--- config.mk ---
export PLATFORM = sky130hd
export DESIGN_NAME = pp_sequencer
export DESIGN_NICKNAME = d
export VERILOG_FILES = /design/src/rtl/pp_pkg.sv /design/src/rtl/pp_timer.sv /design/src/rtl/pp_rotor.sv /design/src/rtl/pp_ctrl.sv /design/src/rtl/pp_sequencer.sv
export SDC_FILE = /design/constraint.sdc
export NUM_CORES = 1
export LEC_CHECK = 0
export BUFFER_PORTS_ARGS = -buffer_cell sky130_fd_sc_hd__buf_2
export CORE_MARGIN = 2
export CORE_UTILIZATION = 50
export DETAILED_ROUTE_END_ITERATION = 6
export HOLD_SLACK_MARGIN = 0.03
export PLACE_DENSITY = 0.79
export SETUP_SLACK_MARGIN = 0.02
export SLEW_MARGIN = 20
export SYNTH_ARGS = -nofsm -noshare
export SYNTH_HDL_FRONTEND = slang
export SYNTH_HIERARCHICAL = 1
export SYNTH_SLANG_ARGS = --single-unit
--- constraint.sdc ---
create_clock -name clk -period 1.9 [get_ports clk]
set_clock_uncertainty 0.1 [all_clocks]
set_input_delay 0.095 -clock clk [delete_from_list [all_inputs] [get_ports clk]]
set_output_delay 0.095 -clock clk [all_outputs]
set_load 0.02 [all_outputs]
--- src/rtl/pp_pkg.sv ---
`timescale 1ns/1ps
package pp_pkg;

    typedef logic [1:0] sem_idx_t;

    localparam sem_idx_t SEM_0 = 2'd0;
    localparam sem_idx_t SEM_1 = 2'd1;
    localparam sem_idx_t SEM_2 = 2'd2;

    localparam logic OP_ACQ = 1'b0;
    localparam logic OP_REL = 1'b1;

    typedef enum logic [2:0] {
        ST_INIT_REQ,
        ST_INIT_RSP,
        ST_WAIT,
        ST_OWN,
        ST_REL_REQ,
        ST_REL_RSP,
        ST_ACQ_REQ,
        ST_ACQ_RSP
    } seq_state_e;

    // index that is neither x nor y (x != y, both in 0..2)
    function automatic sem_idx_t third_sem(sem_idx_t x, sem_idx_t y);
        return 2'd3 - x - y;
    endfunction

endpackage

--- src/rtl/pp_timer.sv ---
`timescale 1ns/1ps
module pp_timer #(
    parameter int WAIT_CYC = 16
) (
    input  logic clk,
    input  logic rst_n,
    input  logic start,
    output logic done
);
    localparam int CW = (WAIT_CYC < 2) ? 1 : $clog2(WAIT_CYC + 1);

    typedef struct packed {
        logic          busy;
        logic [CW-1:0] cnt;
    } tmr_s;

    tmr_s tmr_d, tmr_q;

    assign done = tmr_q.busy && (tmr_q.cnt == '0);

    always_comb begin
        tmr_d = tmr_q;
        if (start) begin
            tmr_d.busy = 1'b1;
            tmr_d.cnt  = CW'(WAIT_CYC);
        end else if (tmr_q.busy) begin
            if (tmr_q.cnt == '0) begin
                tmr_d.busy = 1'b0;
            end else begin
                tmr_d.cnt = tmr_q.cnt - CW'(1);
            end
        end
    end

    always_ff @(posedge clk or negedge rst_n) begin
        if (!rst_n) begin
            tmr_q <= '{busy: 1'b0, cnt: '0};
        end else begin
            tmr_q <= tmr_d;
        end
    end

endmodule

--- src/rtl/pp_rotor.sv ---
`timescale 1ns/1ps
module pp_rotor
    import pp_pkg::*;
#(
    parameter int ROLE = 0
) (
    input  logic     clk,
    input  logic     rst_n,
    input  logic     advance,
    output sem_idx_t old_sem,
    output sem_idx_t new_sem,
    output sem_idx_t next_sem
);
    // old_sem: longest held (or just released); new_sem: most recent
    localparam sem_idx_t OLD_RST = (ROLE == 0) ? SEM_0 : SEM_1;
    localparam sem_idx_t NEW_RST = (ROLE == 0) ? SEM_1 : SEM_2;

    typedef struct packed {
        sem_idx_t older;
        sem_idx_t newer;
    } rot_s;

    rot_s rot_d, rot_q;

    assign old_sem  = rot_q.older;
    assign new_sem  = rot_q.newer;
    assign next_sem = third_sem(rot_q.older, rot_q.newer);

    always_comb begin
        rot_d = rot_q;
        if (advance) begin
            rot_d.older = rot_q.newer;
            rot_d.newer = third_sem(rot_q.older, rot_q.newer);
        end
    end

    always_ff @(posedge clk or negedge rst_n) begin
        if (!rst_n) begin
            rot_q <= '{older: OLD_RST, newer: NEW_RST};
        end else begin
            rot_q <= rot_d;
        end
    end

endmodule

--- src/rtl/pp_ctrl.sv ---
`timescale 1ns/1ps
module pp_ctrl
    import pp_pkg::*;
#(
    parameter int ROLE = 0
) (
    input  logic     clk,
    input  logic     rst_n,
    input  logic     pass_req,
    input  logic     req_ready,
    input  logic     rsp_valid,
    input  logic     rsp_grant,
    input  logic     timer_done,
    input  sem_idx_t old_sem,
    input  sem_idx_t new_sem,
    input  sem_idx_t next_sem,
    output logic     req_valid,
    output logic     req_op,
    output sem_idx_t req_sem,
    output logic     own,
    output logic     timer_start,
    output logic     rotor_adv,
    output logic     init_done
);
    typedef struct packed {
        seq_state_e st;
        logic       init_cnt;
        logic       own;
    } ctl_s;

    ctl_s ctl_d, ctl_q;
    logic last_init;

    // role 0 claims two semaphores at start-up, role 1 one
    assign last_init = (ROLE == 0) ? ctl_q.init_cnt : 1'b1;
    assign own       = ctl_q.own;
    assign init_done = !(ctl_q.st inside {ST_INIT_REQ, ST_INIT_RSP, ST_WAIT});

    always_comb begin
        ctl_d       = ctl_q;
        req_valid   = 1'b0;
        req_op      = OP_ACQ;
        req_sem     = new_sem;
        timer_start = 1'b0;
        rotor_adv   = 1'b0;
        unique case (ctl_q.st)
            ST_INIT_REQ: begin
                req_valid = 1'b1;
                req_sem   = (ROLE == 0 && !ctl_q.init_cnt) ? old_sem : new_sem;
                if (req_ready) ctl_d.st = ST_INIT_RSP;
            end
            ST_INIT_RSP: begin
                if (rsp_valid) begin
                    if (!rsp_grant) begin
                        ctl_d.st = ST_INIT_REQ;
                    end else if (last_init) begin
                        ctl_d.st    = ST_WAIT;
                        timer_start = 1'b1;
                    end else begin
                        ctl_d.init_cnt = 1'b1;
                        ctl_d.st       = ST_INIT_REQ;
                    end
                end
            end
            ST_WAIT: begin
                if (timer_done) begin
                    if (ROLE == 0) begin
                        ctl_d.st  = ST_OWN;
                        ctl_d.own = 1'b1;
                    end else begin
                        ctl_d.st = ST_ACQ_REQ;
                    end
                end
            end
            ST_OWN: begin
                if (pass_req) begin
                    ctl_d.st  = ST_REL_REQ;
                    ctl_d.own = 1'b0;
                end
            end
            ST_REL_REQ: begin
                req_valid = 1'b1;
                req_op    = OP_REL;
                req_sem   = old_sem;
                if (req_ready) ctl_d.st = ST_REL_RSP;
            end
            ST_REL_RSP: begin
                if (rsp_valid) ctl_d.st = ST_ACQ_REQ;
            end
            ST_ACQ_REQ: begin
                req_valid = 1'b1;
                req_sem   = next_sem;
                if (req_ready) ctl_d.st = ST_ACQ_RSP;
            end
            ST_ACQ_RSP: begin
                if (rsp_valid) begin
                    if (rsp_grant) begin
                        ctl_d.st  = ST_OWN;
                        ctl_d.own = 1'b1;
                        rotor_adv = 1'b1;
                    end else begin
                        ctl_d.st = ST_ACQ_REQ;
                    end
                end
            end
        endcase
    end

    always_ff @(posedge clk or negedge rst_n) begin
        if (!rst_n) begin
            ctl_q <= '{st: ST_INIT_REQ, init_cnt: 1'b0, own: 1'b0};
        end else begin
            ctl_q <= ctl_d;
        end
    end

endmodule

--- src/rtl/pp_sequencer.sv ---
`timescale 1ns/1ps
module pp_sequencer
    import pp_pkg::*;
#(
    parameter int ROLE     = 0,
    parameter int WAIT_CYC = 16
) (
    input  logic       clk,
    input  logic       rst_n,
    input  logic       pass_req,
    output logic       own,
    output logic       req_valid,
    input  logic       req_ready,
    output logic       req_op,
    output logic [1:0] req_sem,
    input  logic       rsp_valid,
    input  logic       rsp_grant
);
    sem_idx_t old_sem, new_sem, next_sem;
    logic     timer_start, timer_done, rotor_adv, init_done;

    pp_timer #(.WAIT_CYC(WAIT_CYC)) u_timer (
        .clk   (clk),
        .rst_n (rst_n),
        .start (timer_start),
        .done  (timer_done)
    );

    pp_rotor #(.ROLE(ROLE)) u_rotor (
        .clk      (clk),
        .rst_n    (rst_n),
        .advance  (rotor_adv),
        .old_sem  (old_sem),
        .new_sem  (new_sem),
        .next_sem (next_sem)
    );

    pp_ctrl #(.ROLE(ROLE)) u_ctrl (
        .clk         (clk),
        .rst_n       (rst_n),
        .pass_req    (pass_req),
        .req_ready   (req_ready),
        .rsp_valid   (rsp_valid),
        .rsp_grant   (rsp_grant),
        .timer_done  (timer_done),
        .old_sem     (old_sem),
        .new_sem     (new_sem),
        .next_sem    (next_sem),
        .req_valid   (req_valid),
        .req_op      (req_op),
        .req_sem     (req_sem),
        .own         (own),
        .timer_start (timer_start),
        .rotor_adv   (rotor_adv),
        .init_done   (init_done)
    );

endmodule

### Word-level counts from Yosys, hierarchy flattened

Cells that the tools add are included.

| word-level totals | value |
|---|---|
| word-level logic and storage cells | 70 |
| output and inout bits | 5 |
| register bits | 15 |

| operators by class | value |
|---|---|
| reduce and logical (&&, ||, !) cells | 10 |
| equality and inequality tests | 17 |
| multiplexer cells | 33 |
| $add $sub $neg | 3 |

Operators by type and width:

| cell | number |
|---|---|
| 3-bit two-way mux | 9 |
| 3-bit case mux with 8 select lines | 1 |
| 2-bit inequality test, second input constant | 10 |
| 1-bit two-way mux | 15 |
| 3-bit == test, second input constant | 4 |
| 6-bit two-way mux | 2 |
| 8-bit AND reduction | 1 |
| 3-bit by 2-bit == test with 1-bit output, second input constant | 2 |
| 2-bit case mux with 3 select lines | 1 |
| 5-bit zero test | 1 |
| 5-bit two-way mux | 1 |
| 5-bit AND reduction | 1 |
| 5-bit by 1-bit subtractor with 5-bit output, second input constant | 1 |
| 2-bit two-way mux | 2 |
| 4-bit two-way mux | 1 |
| 3-bit by 1-bit == test with 1-bit output, second input constant | 1 |
| 3-bit zero test | 1 |
| 1-bit case mux with 3 select lines | 1 |
| 3-bit AND reduction | 1 |
| 3-bit nonzero test | 1 |
| 3-bit OR reduction | 1 |
| 2-bit AND reduction | 1 |
| 2-bit nonzero test | 1 |
| 2-bit subtractor | 1 |
| other kinds (2) | 2 |

### Depth between registers and ports, before layout

Gate-level depths: netlist of the first run.

| depth | value |
|---|---|
| word-level depth | 6 |
| gate-level depth with buffers | 6 |
| gate-level depth less buffers | 6 |

### Cells and area by module

Netlist of the first run, hierarchy kept.

Modules (own cells, without submodules):

| module | area each (um^2) | instances | cells each |
|---|---|---|---|
| pp_ctrl | 391.6 | 1 | 42 |
| pp_timer | 346.6 | 1 | 34 |
| pp_rotor | 185.2 | 1 | 14 |

### Worst setup path before layout of the first run

Ideal clock, no wire load.

| path | value |
|---|---|
| path type | reg2reg |
| start point | register u_timer/tmr_q[0] in the netlist's numbering |
| end point | register u_ctrl.ctl_q, in the netlist u_ctrl/own |
| setup slack | 0.085 ns |
| data required time | 1.705 ns |
| setup time | 0.095 ns |
| stages on the path, launching flop included | 7 |
| data arrival time | 1.619 ns |
| path through | dfrtp_1 inv_1 ha_1 or3b_2 nor3b_1 a21oi_1 o31ai_1 |

| on the way | value |
|---|---|
| longest elaborated chain between the ends | 4 |

RTL lines:

| item | RTL line | RTL |
|---|---|---|
| start: declaration | pp_timer.sv:17 | `tmr_s tmr_d, tmr_q;` |
| start signal: assignment | pp_timer.sv:37 | `tmr_q <= '{busy: 1'b0, cnt: '0};` |
| start signal: assignment | pp_timer.sv:39 | `tmr_q <= tmr_d;` |
| 5-bit zero test | pp_timer.sv:19 | `assign done = tmr_q.busy && (tmr_q.cnt == '0);` |
| 1-bit logical AND | pp_timer.sv:19 |  |
| named net timer_done | pp_sequencer.sv:20 | `logic timer_start, timer_done, rotor_adv, init_done;` |
| 2-bit inequality test (no line) | n/a |  |
| 5-bit AND reduction (no line) | n/a |  |
| end signal: assignment | pp_ctrl.sv:111 | `ctl_q <= '{st: ST_INIT_REQ, init_cnt: 1'b0, own: 1'b0};` |
| end signal: assignment | pp_ctrl.sv:113 | `ctl_q <= ctl_d;` |
| end: declaration | pp_ctrl.sv:31 | `ctl_s ctl_d, ctl_q;` |

The timed path passes the listed nets, and every way through them passes these cells.
A chain may end at the register's enable or synchronous reset.

### Final worst setup path of the first run

| path | value |
|---|---|
| start point | register u_rotor.rot_q, in the netlist u_rotor/new_sem[0] |
| end point | output port req_sem[1] |

| on the way | value |
|---|---|
| longest elaborated chain between the ends | 2 |

RTL lines:

| item | RTL line | RTL |
|---|---|---|
| start: declaration | pp_rotor.sv:23 | `rot_s rot_d, rot_q;` |
| start signal: assignment | pp_rotor.sv:39 | `rot_q <= '{older: OLD_RST, newer: NEW_RST};` |
| start signal: assignment | pp_rotor.sv:41 | `rot_q <= rot_d;` |
| 2-bit subtractor | pp_pkg.sv:26 | `return 2'd3 - x - y;` |
| named net next_sem[1] | pp_sequencer.sv:19 | `sem_idx_t old_sem, new_sem, next_sem;` |
| 2-bit case mux with 3 select lines | pp_ctrl.sv:46 | `unique case (ctl_q.st)` |
| end: declaration | pp_sequencer.sv:15 | `output logic [1:0] req_sem,` |

The timed path passes the listed nets, and every way through them passes these cells.

==> results of run 1 <==
where the power goes:
part | internal (mW) | switching, mW
combinational | 0.745 | 0.615
sequential | 0.485 | 0.203
clock | 0.0815 | 0.102
total | 1.31 | 0.920
worst reg2reg max path, delay by kind of cell (launching register included):
| family | cells | cell delay [ps] |
|---|---|---|
| buffers and inverters | 2 | 190 |
| adders and majority gates | 1 | 160 |
| DFF | 1 | 390 |
| and+or+nand+nor | 3 | 850 |
through the flow:
stage          hold slack [ps]  power [mW]
2_1_floorplan           -300.6       1.403
3_3_place_gp            -88.98       1.637
3_5_place_dp            -74.71       1.694
4_1_cts                  37.77       2.101
5_1_grt                  54.42       2.383
6_report                 70.37       2.232
layer usage:
layer	share of wire [%]	wire length (um)
met3	4.4	96
met2	51	1122
met1	41	905
met5	0	0
met4	2.7	58
area by class of cell:
class,instances,share of cell area (%)
Multi-Input combinational cell,66,45.10
Sequential cell,15,31.56
Timing Repair Buffer,28,16.98
Tap cell,25,2.604
Clock buffer,4,2.188
Inverter,5,1.563
repair_timing:
item,in CTS,in global routing
gates resized for setup,10,3
endpoints found under the setup margin,4,4
hold buffers,4,0
buffers inserted,5,2
hold endpoints to repair,17,0
pin swaps,7,4
gates cloned,0,0
how the worst max path moves through the flow:
stage,from,endpoint,depth (start not counted)
global placement,u_rotor/new_sem[0],req_sem[1],7
floorplan,u_timer/tmr_q[0],u_ctrl/own,6
CTS,u_rotor/new_sem[0],req_sem[1],7
finish,u_rotor/new_sem[0],req_sem[1],7
global route,u_rotor/new_sem[0],req_sem[1],7
detailed placement,u_timer/tmr_q[0],u_ctrl/own,6
registers in the layout (all words and copies together) (netlist names):
| signal | flops |
|---|---|
| u_rotor/old_sem | 2 |
| u_ctrl/ctl_q | 3 |
| u_ctrl/own | 1 |
| u_rotor/new_sem | 2 |
| u_timer/tmr_q | 6 |
| u_ctrl/last_init | 1 |
==> impl_metrics.csv, run 1 <==
group,metric,value,unit
cells_and_area,n_antenna_cell,0,
route,post_drt_wl_per_cell,15.26,um
clock_tree,htree_levels,1,
route,ant_nets,0,
global_route,grt_util_met2,41.64,%
timing,fin_ws,-216.8,ps
clock_tree,cts_buffer_depth,2,
worst_setup_path,cp_data_arrival_time,1920,ps
run_status,status,"finished, violations left",
cells_and_area,nFillCells,127,
cells_and_area,nNetsFinal,128,
clock_tree,path_clk_slew,80,ps
worst_setup_path,rr_worst_depth,6,
clock_tree,clkLatencyLatePin,280,ps
timing,hold_viol_final,0,
cells_and_area,mostFrequentLayoutCells,"15 x buf_4, 12 x dfrtp_1, 8 x buf_2, 7 x nor2_1, 7 x a21oi_1",
worst_setup_path,crit_buf_inv,1,
timing,setup_viol,1,
global_route,grt-ovfl-total,0,
worst_setup_path,critPathMaxFanout,2,
placed_design,place_ws,-37.74,ps
worst_setup_path,reg2reg_from,"u_timer/tmr_q[0]",
route,drtIter0Drc,20,
placed_design,dpl_cell_area,1028,um2
timing,fin_crit_sh,111.4,%
floorplanning,start_util,53.04,%
cells_and_area,seq_area,379.1,um2
global_route,use_met1,25.66,%
timing,fin_tns_setup,-216.8,ps
global_route,grt_use_total,23.22,%
route,vias_per_cell,5.720,
yosys,avgSynthCellArea,10.29,um2
worst_setup_path,rr_endpoint,"u_timer/tmr_q[5]",
worst_hold_path,min_path_type,"in2reg",
global_route,top_usage_layer,"met2",
timing,rsz0062_at_grt,"yes",
cells_and_area,layout_commonest_cell,"buf_4",
cells_and_area,fin_area,1201,um2
yosys,netlist_area,915.9,um2
yosys,synthCells,89,
global_route,grtUsageMet3,5.000,%
global_route,grt_pass1_vias,790,
pwr,vdd_ir_drop_max,0.001024,V
floorplanning,core_area,1727,um2
worst_setup_path,crit_path_top_delay_cell,"dfstp_2",
worst_hold_path,min-delay-start,"req_ready",
route,drc_errors,0,
worst_setup_path,crit_type,"reg2out",
yosys,synth_nets,98,
floorplanning,rows,15,
floorplanning,die_w,46.80,um
pwr,cellLeakagePower,0.5348,nW
cells_and_area,stdcell_count,143,
timing,slew_headroom,72.65,%
cells_and_area,area_growth,31.15,%
cells_and_area,multi_input_area,541.8,um2
pwr,power_density,1858,nW/um2
worst_setup_path,start_kind,"flop",
timing,clock.fmax,0.4724,GHz
worst_setup_path,crit_chain,"ha_4, xor2_2, xnor2_1, mux2_4, a22oi_2, o2bb2ai_2, buf_6",
placed_design,io_buffers,10,
placed_design,hpwlAfterDp,1328,um
placed_design,placed_cells,128,
worst_hold_path,hold_path_end,"u_ctrl/ctl_q[2]",
cells_and_area,drive_gt1_share,41.53,%
worst_setup_path,worstPathRequired,1700,ps
global_route,grt_max_degree,16,
global_route,antenna_found_initial,0,
run_status,violations,"setup timing",
floorplanning,die-area,2190,um2
cells_and_area,fin_util,69.57,%
timing,fin_crit,2117,ps
route,route.vias.total,818,
clock_tree,cts_root_buffer,"clkbuf_4",
clock_tree,numCtsBuffers,3,
clock_tree,cts.sinks,15,
worst_setup_path,worstSetupEndpointType,"primary output",
clock_tree,cts_tree,"yes",
route,wl,2182,um
floorplanning,fp.dieH,46.80,um
worst_setup_path,slowest_delay,570,ps
placed_design,gp_congestion,0.7780,
yosys,yosysWarnings,6,
timing,slew_viol_final,0,
worst_hold_path,min_path_cells,3,
worst_setup_path,cpLargestDelayFamily,"flip-flops",
timing,worst_slew_pin_slew,404.5,ps
floorplanning,ios,11,
global_route,grt_pass1_wl,3422,um
route,dr.pass1.iters,4,
run,cap_violations,0,
worst_setup_path,r2r_slack,110,ps
(Power assumes the default switching activity.)
==> run 2, diff against run 1 <==
==> constraint.sdc (replaced) <==
create_clock -name clk -period 1.9 [get_ports clk]
set_clock_uncertainty 0.1 [all_clocks]
set_input_delay 0.475 -clock clk [delete_from_list [all_inputs] [get_ports clk]]
set_output_delay 0.475 -clock clk [all_outputs]
set_load 0.02 [all_outputs]
==> impl_metrics.csv, run 2 (synthesis gave the netlist of run 1 again) <==
group,metric,value,unit
run_status,status,"finished, violations left",
run_status,violations,"setup timing",
timing,timing.hold.ws,365.1,ps
worst_setup_path,cp-startpoint,"u_rotor/new_sem[0]",
clock_tree,cts.sinks,15,
global_route,grt_use_total,20.21,%
route,drc_errors,0,
cells_and_area,nNetsFinal,132,
cells_and_area,largest_reg_flops,6,
timing,rsz0062_at_grt,"yes",
timing,fin_tns_setup,-882.9,ps
worst_hold_path,min_path_type,"in2reg",
placed_design,io_buffers,10,
route,route.vias.total,768,
clock_tree,path_clk_slew,90,ps
timing,slew_headroom,73.72,%
cells_and_area,area_growth,36.89,%
timing,slew_viol_final,0,
clock_tree,htree_levels,1,
floorplanning,die-area,2190,um2
floorplanning,rows,15,
pwr,cellLeakagePower,0.5699,nW
clock_tree,cts_root_buffer,"clkbuf_4",
worst_setup_path,worstSetupEndpointType,"primary output",
worst_setup_path,worstPathRequired,1320,ps
timing,setup_viol,2,
timing,hold_viol_final,0,
cells_and_area,top_regs,"u_timer/tmr_q: 6 flops, u_ctrl/ctl_q: 3 flops",
timing,fin_crit,2442,ps
global_route,grt_max_degree,16,
timing,clock.fmax,0.4095,GHz
worst_setup_path,critPathMaxFanout,2,
route,ant_nets,0,
worst_setup_path,cp_data_arrival_time,1870,ps
route,post_drt_wl_per_cell,13.21,um
global_route,grt_pass1_vias,752,
timing,fin_ws,-542.0,ps
global_route,grt-ovfl-total,0,
clock_tree,clkLatencyLatePin,290,ps
worst_hold_path,min-delay-start,"rsp_grant",
pwr,vdd_ir_drop_max,0.001114,V
worst_setup_path,start_kind,"flop",
floorplanning,fp.dieH,46.80,um
run,cap_violations,0,
route,wl,1942,um
placed_design,hpwlAfterDp,1405,um
route,dr.pass1.iters,4,
clock_tree,cts_buffer_depth,2,
placed_design,gp_congestion,0.7409,
floorplanning,ios,11,
clock_tree,cts_tree,"yes",
cells_and_area,layout_commonest_cell,"buf_4",
cells_and_area,regMostFlops,"u_timer/tmr_q",
global_route,grt_pass1_wl,3049,um
route,drtIter0Drc,10,
route,vias_per_cell,5.224,
cells_and_area,mostFrequentLayoutCells,"20 x buf_4, 11 x dfrtp_1, 8 x buf_2, 7 x nor2_1, 7 x a21oi_1",
worst_setup_path,crit_type,"reg2out",
cells_and_area,nFillCells,122,
global_route,antenna_found_initial,0,
cells_and_area,drive_gt1_share,48.36,%
floorplanning,start_util,53.04,%
clock_tree,numCtsBuffers,3,
timing,worst_slew_pin_slew,388.8,ps
floorplanning,core_area,1727,um2
pwr,power_density,1830,nW/um2
timing,fin_crit_sh,128.5,%
cells_and_area,n_antenna_cell,0,
floorplanning,die_w,46.80,um
worst_setup_path,reg2reg_from,"u_timer/tmr_q[0]",
placed_design,place_ws,-276.3,ps
==> run 2: repair_timing <==
| action | in CTS | in global routing |
|---|---|---|
| hold buffers | 1 | 0 |
| buffers inserted | 1 | 5 |
| endpoints found under the hold margin | 14 | 0 |
| pin swaps | 1 | 2 |
| gates resized for setup | 6 | 6 |
| endpoints found under the setup margin | 6 | 7 |
==> run 2: metal layers <==
metal / vias up / global-route usage (%) / wire [um]
li1: 387 / - / -
met2: 13 / 35.07 / 976
met1: 364 / 23.98 / 876
met5: - / 0 / 0
met4: 0 / 10.00 / 28
met3: 4 / 3.462 / 60
==> run 2: area by class of cell <==
type / count / area (um2) / share of cell area [%]
tap: 25 / 31.28 / 2.495
multi-input combinational: 66 / 561.8 / 44.81
sequential: 15 / 380.4 / 30.34
clock inverter: 1 / 5.005 / 0.3992
inverter: 5 / 18.77 / 1.497
clock buffer: 3 / 22.52 / 1.796
timing repair buffer: 32 / 234.0 / 18.66
==> run 2: where the power goes <==
| part | internal (mW) | switching [mW] |
|---|---|---|
| clock | 0.0783 | 0.110 |
| combinational | 0.826 | 0.605 |
| sequential | 0.487 | 0.188 |
==> run 2: path summary, 6_finish.rpt <==
path	cells past startpoint	to	slack [ps]
max in group asynchronous	2	u_rotor/new_sem[0]	870
worst max-delay path	7	req_sem[1]	-540
worst min register to register	1	u_ctrl/last_init	440
worst max register to register	6	u_timer/tmr_q[5]	110
worst min-delay path	3	u_ctrl/ctl_q[3]	370
min in group asynchronous	2	u_rotor/new_sem[1]	520
==> run 2: stage by stage <==
step | power [mW] | cells | instance area (um2) | util (%)
2_1_floorplan | 1.525 | 89 | 963.4 | -
3_3_place_gp | 1.866 | 136 | 1136 | 65.80
3_5_place_dp | 1.922 | 136 | 1136 | 65.80
4_1_cts | 2.189 | 142 | 1200 | 69.49
5_1_grt | 2.478 | 147 | 1254 | 72.61
6_report | 2.294 | 147 | 1254 | 72.61
==> run 2: worst max-delay path, stage by stage (launching register included) <==
cell	delay, ps
dfstp_2	560
ha_4	140
xor2_2	170
xnor2_1	80
mux2_4	260
a22oi_2	180
o2bb2ai_4	70
buf_6	130
==> run 3, diff against run 2 <==
--- a/config.mk
+++ b/config.mk
@@ -5,12 +5,14 @@
 export SDC_FILE = /design/constraint.sdc
 export NUM_CORES = 1
 export LEC_CHECK = 0
+export ABC_AREA = 1
 export BUFFER_PORTS_ARGS = -buffer_cell sky130_fd_sc_hd__buf_2
+export CORE_ASPECT_RATIO = 1.5
 export CORE_MARGIN = 2
-export CORE_UTILIZATION = 50
+export CORE_UTILIZATION = 51
 export DETAILED_ROUTE_END_ITERATION = 6
 export HOLD_SLACK_MARGIN = 0.03
-export PLACE_DENSITY = 0.79
+export PLACE_DENSITY = 0.8
 export SETUP_SLACK_MARGIN = 0.02
 export SLEW_MARGIN = 20
 export SYNTH_ARGS = -nofsm -noshare
==> impl_metrics.csv, run 3 <==
group,metric,value,unit
run_status,status,"finished, violations left",
run_status,violations,"setup timing",
yosys,netlist_area,1026,um2
worst_hold_path,min-delay-start,"rsp_grant",
placed_design,place_ws,121.3,ps
pwr,power_density,1871,nW/um2
route,vias_per_cell,5.449,
cells_and_area,nFillCells,153,
cells_and_area,regMostFlops,"u_timer/tmr_q",
worst_setup_path,rr_endpoint,"u_ctrl/ctl_q[4]",
yosys,avgSynthCellArea,7.225,um2
cells_and_area,stdcell_count,185,
clock_tree,numCtsBuffers,3,
timing,slew_headroom,76.87,%
worst_setup_path,rr_worst_depth,13,
cells_and_area,layout_commonest_cell,"nand2_1",
cells_and_area,multi_input_area,588.1,um2
timing,fin_ws,-62.94,ps
timing,setup_viol,1,
worst_hold_path,min_path_type,"in2reg",
global_route,grt_pass1_wl,3808,um
cells_and_area,drive_gt1_share,35.98,%
floorplanning,die_w,40.62,um
route,met3_length,80,um
timing,slew_viol_final,0,
pwr,cellLeakagePower,0.6755,nW
cells_and_area,nNetsFinal,174,
placed_design,io_buffers,10,
timing,fin_crit,1963,ps
global_route,antenna_found_initial,0,
cells_and_area,n_antenna_cell,0,
route,top_layer,"met4",
floorplanning,start_util,55.33,%
timing,clock.fmax,0.5094,GHz
route,drtIter0Drc,25,
floorplanning,ios,11,
cells_and_area,fin_util,67.68,%
floorplanning,die-area,2394,um2
cells_and_area,area_growth,22.32,%
timing,worst_slew_pin_slew,346.9,ps
floorplanning,core_area,1854,um2
worst_setup_path,critPathMaxFanout,2,
cells_and_area,mostFrequentLayoutCells,"41 x nand2_1, 17 x inv_1, 11 x dfrtp_1, 9 x nand3_1",
timing,fin_crit_sh,103.3,%
clock_tree,clkLatencyLatePin,280,ps
clock_tree,cts.sinks,15,
floorplanning,rows,19,
placed_design,placed_cells,174,
pwr,vdd_ir_drop_max,0.001046,V
run,cap_violations,0,
worst_setup_path,worstSetupEndpointType,"primary output",
worst_setup_path,cp-startpoint,"u_rotor/new_sem[0]",
clock_tree,cts_buffer_depth,2,
route,wl_met1,972,um
route,post_drt_wl_per_cell,12.92,um
cells_and_area,largest_reg_flops,6,
global_route,grt_use_total,22.76,%
yosys,yosysWarnings,6,
timing,timing.hold.ws,361.5,ps
worst_setup_path,cp_data_arrival_time,1390,ps
global_route,grt_max_degree,16,
placed_design,hpwlAfterDp,1594,um
yosys,synthCells,142,
clock_tree,cts_tree,"yes",
route,wl,2390,um
yosys,synth_nets,151,
route,drc_errors,0,
worst_setup_path,reg2reg_from,"u_timer/tmr_q[1]",
floorplanning,fp.dieH,58.93,um
route,route.vias.total,1008,
placed_design,gp_congestion,0.8336,
clock_tree,cts_root_buffer,"clkbuf_4",
global_route,grt-ovfl-total,0,
worst_setup_path,start_kind,"flop",
cells_and_area,seq_area,380.4,um2
route,ant_nets,0,
worst_setup_path,crit_type,"reg2out",
worst_setup_path,cp-endpoint,"req_sem[1]",
timing,hold_viol_final,0,
clock_tree,htree_levels,1,
cells_and_area,top_regs,"u_timer/tmr_q: 6 flops, u_ctrl/ctl_q: 3 flops",
worst_setup_path,r2r_slack,220,ps
route,dr.pass1.iters,4,
global_route,grt_pass1_vias,987,
worst_setup_path,worstPathRequired,1320,ps
clock_tree,path_clk_slew,90,ps
timing,rsz0062_at_grt,"yes",
route,dr_wl_met2,1303,um
-- run 3: area by class of cell --
cell class	count	share of cell area, %
Multi-Input combinational cell	102	46.86
Sequential cell	15	30.31
Timing Repair Buffer	20	11.47
Inverter	23	7.079
Tap cell	21	2.094
Clock buffer	3	1.795
Clock inverter	1	0.3988
-- run 3: power by group --
| part | internal, mW | leakage, nW | switching, mW |
|---|---|---|---|
| combinational | 0.602 | 0.483 | 0.857 |
| sequential | 0.495 | 0.175 | 0.212 |
| clock | 0.0781 | 0.0177 | 0.104 |
-- run 3: timing repair --
action,in CTS,in global routing
resized for setup,14,11
hold buffers,1,0
buffers inserted,5,1
setup endpoints to repair,2,7
pin swaps,3,3
hold endpoints to repair,14,0
-- run 3: metal layers --
| layer | up-vias | GRT usage, % |
|---|---|---|
| li1 | 492 | - |
| met1 | 484 | 24.63 |
| met2 | 26 | 40.59 |
| met3 | 6 | 3.396 |
| met4 | 0 | 10.00 |
| met5 | - | 0 |
-- run 3: worst min-delay path by stage --
stage	endpoint	slack (ps)	depth (start not counted)
final	u_ctrl/last_init	360	2
after global routing	u_ctrl/last_init	360	2
after CTS	u_ctrl/last_init	360	2
after detailed placement	u_ctrl/own	300	1
after global placement	u_ctrl/own	300	1
after floorplan	u_ctrl/ctl_q[2]	80	0
-- run 3: through the flow --
step / total power, mW / cell area, um2 / TNS (ps)
detailed placement: 1.861 / 1102 / 0
CTS: 2.237 / 1225 / -100.5
finish: 2.348 / 1255 / -62.94
global placement: 1.810 / 1102 / 0
global route: 2.552 / 1255 / -178.3
floorplan: 1.608 / 1026 / 0
-- run 3: worst max-delay path: stages (launching register included) --
cell	delay, ps
dfstp_2	560
ha_4	140
inv_2	30
nand3_2	50
nand2_2	50
nand2_1	70
nand3_2	60
buf_6	130
